$ cat src/rtl/sp_pkg.sv
package sp_pkg;
  localparam int unsigned OVS     = 16;
  localparam int unsigned TCNT_W  = $clog2(OVS);
  localparam int unsigned DATA_W  = 8;
  localparam int unsigned FRAME_W = DATA_W + 4;
  localparam int unsigned IDX_W   = $clog2(FRAME_W + 1);

  typedef struct packed {
    logic len8;
    logic par_en;
    logic par_odd;
    logic stop2;
  } sp_cfg_t;

  typedef enum logic {RX_IDLE, RX_RUN} rx_st_e;

  function automatic int unsigned n_data(sp_cfg_t c);
    return c.len8 ? DATA_W : DATA_W - 1;
  endfunction

  function automatic logic [DATA_W-1:0] mask_data(logic [DATA_W-1:0] d, sp_cfg_t c);
    return c.len8 ? d : {1'b0, d[DATA_W-2:0]};
  endfunction

  function automatic logic par_bit(logic [DATA_W-1:0] d, sp_cfg_t c);
    return (^mask_data(d, c)) ^ c.par_odd;
  endfunction

  // total bits on the line, start bit included
  function automatic logic [IDX_W-1:0] tx_len(sp_cfg_t c);
    return IDX_W'(2 + n_data(c) + int'(c.par_en) + int'(c.stop2));
  endfunction

  // sample index of the first stop bit
  function automatic logic [IDX_W-1:0] rx_last(sp_cfg_t c);
    return IDX_W'(1 + n_data(c) + int'(c.par_en));
  endfunction

  function automatic logic [FRAME_W-1:0] build_frame(logic [DATA_W-1:0] d, sp_cfg_t c);
    logic [FRAME_W-1:0] f;
    f = '1;
    f[0] = 1'b0;
    for (int i = 0; i < DATA_W; i++)
      if (i < int'(n_data(c))) f[i+1] = d[i];
    if (c.par_en)
      for (int i = 0; i < FRAME_W; i++)
        if (i == int'(n_data(c)) + 1) f[i] = par_bit(d, c);
    return f;
  endfunction

  function automatic logic [DATA_W-1:0] get_data(logic [FRAME_W-1:0] v, sp_cfg_t c);
    logic [DATA_W-1:0] d;
    d = '0;
    for (int i = 0; i < DATA_W; i++)
      if (i < int'(n_data(c))) d[i] = v[i+1];
    return d;
  endfunction

  function automatic logic get_par(logic [FRAME_W-1:0] v, sp_cfg_t c);
    logic p;
    p = 1'b0;
    for (int i = 0; i < FRAME_W; i++)
      if (i == int'(n_data(c)) + 1) p = v[i];
    return p;
  endfunction
endpackage

$ cat src/rtl/sp_tx.sv
module sp_tx
  import sp_pkg::*;
(
  input  logic              clk_i,
  input  logic              rst_ni,
  input  logic              tick_i,
  input  sp_cfg_t           cfg_i,
  input  logic              wr_i,
  input  logic [DATA_W-1:0] data_i,
  output logic              txd_o,
  output logic              empty_o,
  output logic              end_o
);
  logic [DATA_W-1:0]  hold_q;
  logic               hold_full_q;
  logic               busy_q;
  logic [FRAME_W-1:0] sh_q;
  logic [IDX_W-1:0]   bits_q;
  logic [TCNT_W-1:0]  tcnt_q;
  logic               bit_end, last_bit, load;

  assign bit_end  = busy_q && tick_i && (tcnt_q == TCNT_W'(OVS - 1));
  assign last_bit = bit_end && (bits_q == IDX_W'(1));
  assign load     = hold_full_q && (!busy_q || last_bit);

  always_ff @(posedge clk_i or negedge rst_ni) begin
    if (!rst_ni) begin
      hold_q      <= '0;
      hold_full_q <= 1'b0;
      busy_q      <= 1'b0;
      sh_q        <= '1;
      bits_q      <= '0;
      tcnt_q      <= '0;
    end else begin
      if (wr_i && !hold_full_q) begin
        hold_q      <= data_i;
        hold_full_q <= 1'b1;
      end
      if (load) begin
        // chain straight into the next frame: no idle cell
        sh_q        <= build_frame(hold_q, cfg_i);
        bits_q      <= tx_len(cfg_i);
        tcnt_q      <= '0;
        busy_q      <= 1'b1;
        hold_full_q <= 1'b0;
      end else if (busy_q && tick_i) begin
        tcnt_q <= tcnt_q + 1'b1;
        if (bit_end) begin
          sh_q   <= {1'b1, sh_q[FRAME_W-1:1]};
          bits_q <= bits_q - 1'b1;
          if (last_bit) busy_q <= 1'b0;
        end
      end
    end
  end

  assign txd_o   = busy_q ? sh_q[0] : 1'b1;
  assign empty_o = !hold_full_q;
  assign end_o   = !busy_q && !hold_full_q;
endmodule

$ cat src/rtl/sp_rx.sv
module sp_rx
  import sp_pkg::*;
(
  input  logic              clk_i,
  input  logic              rst_ni,
  input  logic              tick_i,
  input  sp_cfg_t           cfg_i,
  input  logic              rxd_i,
  input  logic              rd_i,
  output logic [DATA_W-1:0] data_o,
  output logic              full_o,
  output logic              perr_o,
  output logic              ferr_o,
  output logic              oerr_o
);
  localparam logic [TCNT_W-1:0] MID = TCNT_W'(OVS / 2 - 1);

  rx_st_e             st_q;
  logic [TCNT_W-1:0]  tcnt_q;
  logic [IDX_W-1:0]   idx_q;
  logic [FRAME_W-1:0] vec_q;
  logic [DATA_W-1:0]  data_q, nxt_data;
  logic               full_q, perr_q, ferr_q, oerr_q;
  logic               nxt_perr;

  assign nxt_data = get_data(vec_q, cfg_i);
  assign nxt_perr = cfg_i.par_en && (get_par(vec_q, cfg_i) != par_bit(nxt_data, cfg_i));

  always_ff @(posedge clk_i or negedge rst_ni) begin
    if (!rst_ni) begin
      st_q   <= RX_IDLE;
      tcnt_q <= '0;
      idx_q  <= '0;
      vec_q  <= '1;
      data_q <= '0;
      full_q <= 1'b0;
      perr_q <= 1'b0;
      ferr_q <= 1'b0;
      oerr_q <= 1'b0;
    end else begin
      if (rd_i) begin
        full_q <= 1'b0;
        oerr_q <= 1'b0;
      end
      if (tick_i) begin
        case (st_q)
          RX_IDLE: if (!rxd_i) begin
            st_q   <= RX_RUN;
            tcnt_q <= TCNT_W'(1);  // detecting tick counts as the first
            idx_q  <= '0;
          end
          default: begin
            tcnt_q <= tcnt_q + 1'b1;
            if (tcnt_q == MID) begin
              if (idx_q == '0 && rxd_i) begin
                st_q <= RX_IDLE;  // start bit gone at centre: glitch
              end else if (idx_q == rx_last(cfg_i)) begin
                st_q <= RX_IDLE;
                if (full_q && !rd_i) begin
                  oerr_q <= 1'b1;
                end else begin
                  data_q <= nxt_data;
                  perr_q <= nxt_perr;
                  ferr_q <= !rxd_i;
                  full_q <= 1'b1;
                end
              end else begin
                vec_q[idx_q] <= rxd_i;
                idx_q        <= idx_q + 1'b1;
              end
            end
          end
        endcase
      end
    end
  end

  assign data_o = data_q;
  assign full_o = full_q;
  assign perr_o = perr_q;
  assign ferr_o = ferr_q;
  assign oerr_o = oerr_q;
endmodule

$ cat src/rtl/sp_port.sv
module sp_port
  import sp_pkg::*;
#(
  parameter int unsigned SYNC_STAGES = 2
) (
  input  logic       clk_i,
  input  logic       rst_ni,
  input  logic       tick16_i,
  input  logic       cfg_len8_i,
  input  logic       cfg_par_en_i,
  input  logic       cfg_par_odd_i,
  input  logic       cfg_stop2_i,
  input  logic [7:0] tx_data_i,
  input  logic       tx_wr_i,
  output logic       tx_empty_o,
  output logic       tx_end_o,
  output logic       txd_o,
  input  logic       rxd_i,
  input  logic       rx_rd_i,
  output logic [7:0] rx_data_o,
  output logic       rx_full_o,
  output logic       rx_perr_o,
  output logic       rx_ferr_o,
  output logic       rx_oerr_o
);
  sp_cfg_t cfg;
  logic    rxd_s;

  assign cfg = '{len8: cfg_len8_i, par_en: cfg_par_en_i,
                 par_odd: cfg_par_odd_i, stop2: cfg_stop2_i};

  generate
    if (SYNC_STAGES == 0) begin : g_nosync
      assign rxd_s = rxd_i;
    end else begin : g_sync
      logic [SYNC_STAGES-1:0] sq;
      always_ff @(posedge clk_i or negedge rst_ni) begin
        if (!rst_ni) sq <= '1;
        else         sq <= SYNC_STAGES'({sq, rxd_i});
      end
      assign rxd_s = sq[SYNC_STAGES-1];
    end
  endgenerate

  sp_tx u_tx (
    .clk_i   (clk_i),
    .rst_ni  (rst_ni),
    .tick_i  (tick16_i),
    .cfg_i   (cfg),
    .wr_i    (tx_wr_i),
    .data_i  (tx_data_i),
    .txd_o   (txd_o),
    .empty_o (tx_empty_o),
    .end_o   (tx_end_o)
  );

  sp_rx u_rx (
    .clk_i  (clk_i),
    .rst_ni (rst_ni),
    .tick_i (tick16_i),
    .cfg_i  (cfg),
    .rxd_i  (rxd_s),
    .rd_i   (rx_rd_i),
    .data_o (rx_data_o),
    .full_o (rx_full_o),
    .perr_o (rx_perr_o),
    .ferr_o (rx_ferr_o),
    .oerr_o (rx_oerr_o)
  );
endmodule

$ cat config.mk
export PLATFORM = sky130hd
export DESIGN_NAME = sp_port
export DESIGN_NICKNAME = d
export VERILOG_FILES = /design/src/rtl/sp_pkg.sv /design/src/rtl/sp_tx.sv /design/src/rtl/sp_rx.sv /design/src/rtl/sp_port.sv
export SDC_FILE = /design/constraint.sdc
export NUM_CORES = 1
export LEC_CHECK = 0
export BUFFER_PORTS_ARGS = -buffer_cell sky130_fd_sc_hd__buf_2
export CORE_ASPECT_RATIO = 0.8
export CORE_MARGIN = 2
export CORE_UTILIZATION = 58
export CTS_CLUSTER_DIAMETER = 60
export DETAILED_ROUTE_END_ITERATION = 8
export PLACE_DENSITY = 0.78
export SLEW_MARGIN = 30
export SYNTH_ARGS = -nofsm -noshare
export SYNTH_HDL_FRONTEND = slang
export SYNTH_HIERARCHICAL = 1
export SYNTH_SLANG_ARGS = --single-unit
$ cat constraint.sdc
create_clock -name clk_i -period 2.55 [get_ports clk_i]
set_input_delay 0 -clock clk_i [delete_from_list [all_inputs] [get_ports clk_i]]
set_output_delay 0 -clock clk_i [all_outputs]
set_load 0.01 [all_outputs]
==> flow_summary.toml, run 1 <==
[run_status]
status = "finished clean"

[floorplan]
coreArea_mm2 = 0.005065
die_height_um = 69.15
die_area_mm2 = 0.005907
die_w_um = 85.43
core.rowCount = 23
start_util = 0.6075
io_pins = 33

[logic_synthesis]
synth_edf_count = 0
ys_async_sr_fraction = 1.000
yosysTopAreaCell = "dfrtp_1"
synth_area_per_cell_um2 = 11.74
yosysWarnings = 6
syn-num-nets = 291
yosysSeqAreaShare = 0.4965
ys_top_cells_by_count = "dfrtp_1 (39), nand2_1 (33), dfstp_2 (21)"
yosysUniqueCellTypes = 46
synth_top_area_frac = 0.3172
synth_area_mm2 = 0.003077
synthTopCellsByArea = "dfrtp_1 (32%), dfstp_2 (18%), mux2_2 (5.9%)"
postSynthCellCount = 262
synthFlopType = "dfrtp_1"
yosysMostFrequentCell = "dfrtp_1"
synth-seq-cells = 60

[detailed_routing]
remaining_drc_errors = 0
drt_iter0_drc = 134
wire_per_inst_um = 15.21
viasPerCell = 5.541
detail-route-antenna-nets = 0
drtPass1Iterations = 4
routed_wl_um = 5764
via_count = 2100

[power_and_ir_drop]
switching_share = 0.3005
internal_power_mw = 2.258
p_total_mw = 3.228
power_density_mw_per_mm2 = 890.9
ir_worst_vdd_mv = 0.7956
power_leakage_nw = 1.614
p_sw_uw = 970.1
pwr-share-comb = 0.273
p_seq_frac = 0.449
pwr-share-clk = 0.278

[critical_path]
crit_type = "reg2reg"
critical_path.top_delay_family = "simple AND/OR/NAND/NOR gates"
timing.critical_path.fanout_max = 6
critPathSlowestCell = "dfrtp_1"
crit_path_start_kind = "flip-flop"
cp.arrival_ns = 2.27
reg2reg_slack_ns = 0.50
end_kind = "flip-flop"
cp_data_required_time_ns = 2.77
crit_chain = "inv_1 > ha_1 > and4bb_4 > nor3_4 > and3_1 > mux2_1"
cpPeakStageDelay_ns = 0.46
critPathBufInv = 1

[clocking]
cts-root-buf = "clkbuf_8"
h-tree-depth = 3
cts.sinks = 60
insertion_delay_ns = 0.34
cts_hold_buf = 12
cts_resized = 0
clk_pin_slew_ns = 0.06
post-cts-setup-buffer-count = 0
clk_path_buf_depth = 2
numCtsBuffers = 9
cts_tree = "built"

[final_layout]
area_delta_synth_final_pct = 17.77
drive_gt1_frac = 0.3028
finish.net_count = 341
fin_cells = 379
diodes = 0

[timing]
hold_viol = 0
fin_tns_setup_ns = 0
relSlewSlack = 0.4562
finalSetupViolCount = 0
worst_pin_slew_ns = 0.8140
fin_worst_skew_ns = 0.007090
fin_crit_sh = 0.8029
fin_crit_ns = 2.047
rsz0062_at_grt = "false"
drv_slew = 0
max_freq_mhz = 488.4
whs_ns = 0.01365

[global_route]
grt_max_degree = 32
grt.busiest_layer = "met2"
grt_pass1_vias = 2029
gr-usage-all-layers = 0.2122
grt_pass1_wl_um = 9639
use_met1 = 0.2928
grt_use_met2 = 0.3099
antenna_found_initial = 0
grt_overflow = 0
grtUsageMet3 = 0.07665

[placed_design]
gp_congestion = 0.7957
io_buffers = 32
dpl.hpwl_um = 4105
place_inst = 351

[flow_run]
maxCapViolations = 0

[worst_hold_path]
hold_path_class = "in2reg"
## area by class of cell
type                       count  area [µm²]
multi-input combinational    186        1456
fill                         365        1441
timing repair buffer          47       315.3
inverter                       8       30.03
clock inverter                 1       30.03
tap                           62       77.57
sequential                    60        1528
clock buffer                  15       186.4
## stage by stage
step	utilization	instance area, µm²	worst slack (ns)
after floorplan	-	3077	0.6937
after global placement	0.6490	3287	0.5686
after detailed placement	0.6490	3287	0.5190
after CTS	0.7154	3623	0.5065
after global routing	0.7154	3623	0.3080
final	0.7154	3623	0.5027
## cell families (layout without fill, tap and decap cells)
kind of cell / after synthesis / in the layout / share of synthesized area
simple gates: 80 / 80 / 0.1476
flops: 60 / 60 / 0.4965
fa+ha+maj: 11 / 11 / 0.04717
compound gates: 31 / 31 / 0.06589
mux: 39 / 39 / 0.1370
buf+inv: 16 / 71 / 0.03009
xor+xnor: 25 / 25 / 0.07564
## layer usage
metal	vias up	share of wire
met3	7	0.053
met1	1025	0.49
met4	0	0.014
met2	53	0.44
met5	-	0
li1	1015	-
## power by group through the flow
stage	logic [mW]	clock network (mW)	registers, mW
6_report	0.881	0.898	1.45
3_5_place_dp	0.870	0	1.46
2_1_floorplan	0.724	0	1.40
5_1_grt	0.997	0.974	1.48
4_1_cts	0.888	0.928	1.45
3_3_place_gp	0.846	0	1.45
## path summary, 6_finish.rpt
check                                          start                    endpoint  depth (start not counted)
setup / recovery           u_rx/idx_q[0]$_DFFE_PN0P_  u_rx/data_o[7]$_DFFE_PN0P_                          6
hold / removal                            cfg_len8_i    u_tx/sh_q[9]$_DFFE_PN1P_                          2
setup reg to reg           u_rx/idx_q[0]$_DFFE_PN0P_  u_rx/data_o[7]$_DFFE_PN0P_                          6
hold reg to reg               g_sync.sq[0]$_DFF_PN1_      g_sync.sq[1]$_DFF_PN1_                          0
max in group asynchronous                     rst_ni      g_sync.sq[1]$_DFF_PN1_                          3
min in group asynchronous                     rst_ni  u_tx/tcnt_q[3]$_DFFE_PN0P_                          2
## cell usage in the layout, fill, tap and decap left out, types with 2 or more instances in the layout
cell           netlist  final
dfstp_2             21     21
o21a_1               3      3
and3_1               4      4
xnor2_1             19     19
nand2b_1             5      5
nand4b_1             2      2
mux2_1               9      9
nor4b_2              2      2
nand3_1              6      6
mux2i_1             14     14
buf_2                2     32
dlygate4sd3_1        0     12
dfrtp_1             39     39
a21oi_1              2      2
a22o_1               2      2
xor2_1               5      5
inv_1                8      8
nor3_1               2      2
nand4_1              2      2
clkbuf_8             0     13
ha_1                10     10
mux2_2              16     16
nor2b_1              3      3
buf_4                0      2
nor2_1               9      9
nand2_1             33     33
and2_1               3      3
o21ai_0             15     15
a31oi_1              2      2
clkbuf_1             2      2
## registers in the layout, indices dropped and copies added, names as in the netlist
register          cells
u_rx/oerr_o           1
u_rx/ferr_o           1
u_rx/tcnt_q           4
u_rx/idx_q            4
u_tx/tcnt_q           4
u_rx/vec_q            9
u_rx/st_q             1
u_tx/hold_q           8
u_tx/hold_full_q      1
u_tx/busy_q           1
u_rx/perr_o           1
u_rx/full_o           1
u_rx/data_o           8
u_tx/bits_q           4
g_sync.sq             2
u_tx/sh_q            10
Power figures use the tool's default switching activity.
==> inputs of run 2 (changes only) <==
==> constraint.sdc (replaced) <==
create_clock -name clk_i -period 2 [get_ports clk_i]
set_input_delay 0 -clock clk_i [delete_from_list [all_inputs] [get_ports clk_i]]
set_output_delay 0 -clock clk_i [all_outputs]
set_load 0.01 [all_outputs]
==> run 2 against run 1 <==
Total power rose by 30%; sequential share of layout area fell by 0.57 points; critical path depth did not move; critical endpoint unchanged; largest power group unchanged.
==> flow_summary.toml, run 2 (synthesized netlist as in run 1, its figures left out) <==
[global_route]
antenna_found_initial = 0
grt_pass1_wl_um = 9839
grt_pass1_vias = 2107
grt_overflow = 0
grt_max_degree = 61
gr-usage-all-layers = 0.2180

[final_layout]
drive_gt1_frac = 0.3231
area_delta_synth_final_pct = 19.40
finish.net_count = 349
top_register = "u_tx/sh_q"
diodes = 0
final_area_mm2 = 0.003674
largest_reg_flops = 10
final_cell_mix = "dfrtp_1 (39), nand2_1 (33), buf_2 (32)"
reg_top3 = "u_tx/sh_q: 10 flops, u_rx/vec_q: 9 flops"
final_common_cell = "dfrtp_1"

[timing]
worst_pin_slew_ns = 0.4209
fin_crit_ns = 1.861
fin_worst_skew_ns = 0.007928
rsz0062_at_grt = "false"
relSlewSlack = 0.7187
fin_crit_sh = 0.9307
drv_slew = 0
fin_tns_setup_ns = 0
finalSetupViolCount = 0
hold_viol = 0
max_freq_mhz = 537.2

[critical_path]
timing.critical_path.fanout_max = 5
cp.arrival_ns = 2.09
end_kind = "flip-flop"
cp_data_required_time_ns = 2.23
crit_type = "reg2reg"
crit_path_start_kind = "flip-flop"

[clocking]
clk_pin_slew_ns = 0.07
h-tree-depth = 3
cts-root-buf = "clkbuf_8"
cts.sinks = 60
numCtsBuffers = 9
insertion_delay_ns = 0.34
post-cts-setup-buffer-count = 0
cts_tree = "built"
clk_path_buf_depth = 2

[run_status]
status = "finished clean"

[flow_run]
maxCapViolations = 0

[floorplan]
coreArea_mm2 = 0.005065
die_w_um = 85.43
core.rowCount = 23
die_height_um = 69.15
start_util = 0.6075
io_pins = 33
die_area_mm2 = 0.005907

[power_and_ir_drop]
ir_worst_vdd_mv = 0.9233
power_leakage_nw = 1.646
power_density_mw_per_mm2 = 1139

[detailed_routing]
viasPerCell = 5.370
drt_iter0_drc = 123
remaining_drc_errors = 0
via_count = 2078
detail-route-antenna-nets = 0
drtPass1Iterations = 4
wire_per_inst_um = 14.68
routed_wl_um = 5681

[placed_design]
dpl_cell_area_mm2 = 0.003339
dpl.hpwl_um = 3881
io_buffers = 32
gp_congestion = 0.8135

[worst_hold_path]
hold_path_class = "in2reg"
[run 2: per-layer routing]
layer,track usage,share of wire,routed length (µm)
met2,0.3273,0.45,2566
met3,0.08743,0.047,269
met1,0.2890,0.49,2761
met5,0,0,0
met4,0.07231,0.015,85
[run 2: final cells by class]
cell class / count / area (µm²)
inverters: 8 / 30.03
fillers: 361 / 1391
well taps: 62 / 77.57
clock buffers: 12 / 155.1
flip-flops and latches: 60 / 1528
repair buffers: 55 / 377.9
multi-input cells: 186 / 1458
clock inverters: 4 / 47.55
[run 2: critical path, cell delays in order, from the launching register on]
cell,delay (ns)
dfrtp_1,0.34
inv_1,0.07
ha_1,0.23
and4bb_4,0.25
nor3_4,0.30
and3_1,0.24
mux2_1,0.32
[run 2: final timing paths]
| check | start | to | slack [ns] | cells past startpoint |
|---|---|---|---|---|
| max | u_rx/idx_q[0]$_DFFE_PN0P_ | u_rx/data_o[7]$_DFFE_PN0P_ | 0.14 | 6 |
| min reg2reg | g_sync.sq[0]$_DFF_PN1_ | g_sync.sq[1]$_DFF_PN1_ | 0.36 | 0 |
| max in group asynchronous | rst_ni | u_tx/sh_q[5]$_DFFE_PN1P_ | 1.51 | 3 |
| min | tick16_i | u_tx/tcnt_q[1]$_DFFE_PN0P_ | 0.04 | 3 |
| max reg2reg | u_rx/idx_q[0]$_DFFE_PN0P_ | u_rx/data_o[7]$_DFFE_PN0P_ | 0.14 | 6 |
| min in group asynchronous | rst_ni | u_tx/bits_q[3]$_DFFE_PN0P_ | 0.18 | 3 |
[run 2: timing repair]
| action | 4_1_cts | 5_1_grt |
|---|---|---|
| setup endpoints to repair | 0 | 9 |
| hold buffers | 13 | 0 |
| endpoints found under the hold margin | 71 | 0 |
| gates resized for setup | 0 | 1 |
[run 2: where the power goes]
| group | switching [mW] | internal [mW] |
|---|---|---|
| combinational | 0.618 | 0.635 |
| clock | 0.471 | 0.639 |
| sequential | 0.256 | 1.57 |
[run 2: metrics by stage]
step | hold WS, ns | total power [mW] | setup slack (ns) | util | std cells
after floorplan | -0.2956 | 2.704 | 0.1437 | - | 262
after global placement | 0.03047 | 2.952 | 0.2015 | 0.6593 | 358
after detailed placement | 0.02984 | 3.029 | 0.1468 | 0.6593 | 358
after CTS | 0.02761 | 4.219 | 0.04702 | 0.7250 | 387
after global routing | 0.04724 | 4.439 | 0.03372 | 0.7253 | 387
final | 0.04458 | 4.184 | 0.1385 | 0.7253 | 387
==> inputs of run 3 (changes only) <==
--- a/config.mk
+++ b/config.mk
@@ -8,10 +8,10 @@
 export BUFFER_PORTS_ARGS = -buffer_cell sky130_fd_sc_hd__buf_2
 export CORE_ASPECT_RATIO = 0.8
 export CORE_MARGIN = 2
-export CORE_UTILIZATION = 58
+export CORE_UTILIZATION = 30
 export CTS_CLUSTER_DIAMETER = 60
 export DETAILED_ROUTE_END_ITERATION = 8
-export PLACE_DENSITY = 0.78
+export PLACE_DENSITY = 0.45
 export SLEW_MARGIN = 30
 export SYNTH_ARGS = -nofsm -noshare
 export SYNTH_HDL_FRONTEND = slang
==> run 3 against run 2 <==
Via count fell by 0.38%; total power rose by 13%; first-iteration DRC count fell by 30%; largest power group unchanged.
==> flow_summary.toml, run 3 (synthesized netlist as in run 1, its figures left out) <==
[clocking]
cts_tree = "built"
clk_pin_slew_ns = 0.06
h-tree-depth = 3
cts-root-buf = "clkbuf_16"
cts.sinks = 60
clk_path_buf_depth = 2
numCtsBuffers = 9
insertion_delay_ns = 0.33
cts_resized = 0

[global_route]
grt_max_degree = 23
grt_pass1_vias = 2028
gr-usage-all-layers = 0.1305
grt_overflow = 0
grt_pass1_wl_um = 10720
antenna_found_initial = 0

[timing]
drv_slew = 0
fin_worst_skew_ns = 0.008267
fin_crit_sh = 0.9289
fin_crit_ns = 1.858
rsz0062_at_grt = "true"
worst_pin_slew_ns = 0.4665
fin_tns_setup_ns = 0
hold_viol = 0
max_freq_mhz = 538.3
finalSetupViolCount = 0
relSlewSlack = 0.6890
whs_ns = 0.006215

[final_layout]
diodes = 0
final_common_cell = "dfrtp_1"
drive_gt1_frac = 0.3333
largest_reg_flops = 10
area_delta_synth_final_pct = 27.65
final_util = 0.3883
final_cell_mix = "dfrtp_1 (39), nand2_1 (33), buf_2 (32)"
finish.net_count = 354
reg_top3 = "u_tx/sh_q: 10 flops, u_rx/vec_q: 9 flops"
fin_cells = 470
top_register = "u_tx/sh_q"

[power_and_ir_drop]
internal_power_mw = 3.391
p_sw_mw = 1.342
power_leakage_nw = 1.728
pwr-share-clk = 0.366
power_density_mw_per_mm2 = 1205
switching_share = 0.2835
p_seq_frac = 0.383
ir_worst_vdd_mv = 0.3782
pwr-share-comb = 0.252

[detailed_routing]
via_count = 2070
drtPass1Iterations = 4
wire_per_inst_um = 13.35
remaining_drc_errors = 0
routed_wl_um = 6276
detail-route-antenna-nets = 0
drt_iter0_drc = 86
viasPerCell = 4.404

[critical_path]
cp_data_required_time_ns = 2.21
timing.critical_path.fanout_max = 8
reg2reg_depth = 6
cp.arrival_ns = 2.07
crit_type = "reg2reg"
crit_path_start_kind = "flip-flop"
end_kind = "flip-flop"

[worst_hold_path]
hold_path_class = "in2reg"
hold_depth = 2

[floorplan]
die_height_um = 94.58
core.rowCount = 33
start_util = 0.3041
die_w_um = 117.2
coreArea_mm2 = 0.01012
io_pins = 33
die_area_mm2 = 0.01109

[run_status]
status = "finished clean"

[flow_run]
maxCapViolations = 0

[placed_design]
dpl.hpwl_um = 4508
place_inst = 439
io_buffers = 32
gp_congestion = 0.7220
## run 3: changes by cell type in the layout (fill, tap and decap cells not counted), sizes merged
cell	change
bufinv	+1
clkbuf	+1
dlygate4sd3	-1
buf	+6
clkinv	-2
## run 3: final cells by class
class                           count  area (µm²)
Inverter                            8       30.03
Clock buffer                       13       270.3
Fill cell                        1009        6188
Timing Repair Buffer               60       400.4
Sequential cell                    60        1528
Clock inverter                      3       67.56
Multi-Input combinational cell    186        1456
Tap cell                          140       175.2
## run 3: worst max-delay path, cell delays in order, from the launching register on
cell and delay, ns:
dfrtp_1 0.35, inv_1 0.08, ha_1 0.23, and4bb_4 0.25, nor3_4 0.28, nand3_4 0.18
mux2_1 0.37
## run 3: worst paths after layout
path	from	slack [ns]	to
worst max register to register	u_rx/idx_q[0]$_DFFE_PN0P_	0.14	u_rx/data_o[3]$_DFFE_PN0P_
max in group asynchronous	rst_ni	1.12	u_rx/vec_q[5]$_DFFE_PN1P_
min in group asynchronous	rst_ni	0.15	u_tx/hold_q[7]$_DFFE_PN0P_
worst min-delay path	cfg_len8_i	0.006	u_tx/sh_q[9]$_DFFE_PN1P_
worst min register to register	g_sync.sq[0]$_DFF_PN1_	0.35	g_sync.sq[1]$_DFF_PN1_
worst max-delay path	u_rx/idx_q[0]$_DFFE_PN0P_	0.14	u_rx/data_o[3]$_DFFE_PN0P_
## run 3: repair_timing
item,CTS,global route
setup buffers,0,3
hold endpoints to repair,29,0
hold buffers,12,0
endpoints found under the setup margin,0,8
## run 3: power by group through the flow
stage | logic [mW] | clock network (mW) | registers (mW)
after floorplan | 0.923 | 0 | 1.78
after CTS | 1.21 | 1.79 | 1.82
after detailed placement | 1.18 | 0 | 1.84
final | 1.19 | 1.73 | 1.81
after global placement | 1.17 | 0 | 1.84
after global routing | 1.36 | 1.84 | 1.87
## run 3: metal layers
layer / GRT usage / wire length, µm / vias to the layer above
li1: - / - / 1042
met1: 0.1891 / 3381 / 988
met2: 0.1724 / 2573 / 30
met3: 0.04300 / 194 / 10
met4: 0.06176 / 127 / 0
met5: 0 / 0 / -
## run 3: through the flow
step / worst slack [ns] / area, µm² / total power [mW]
6_report: 0.1422 / 3928 / 4.733
5_1_grt: -0.02378 / 3928 / 5.070
4_1_cts: 0.08729 / 3905 / 4.819
3_5_place_dp: 0.1012 / 3447 / 3.019
3_3_place_gp: 0.1443 / 3447 / 3.010
2_1_floorplan: 0.1437 / 3077 / 2.704
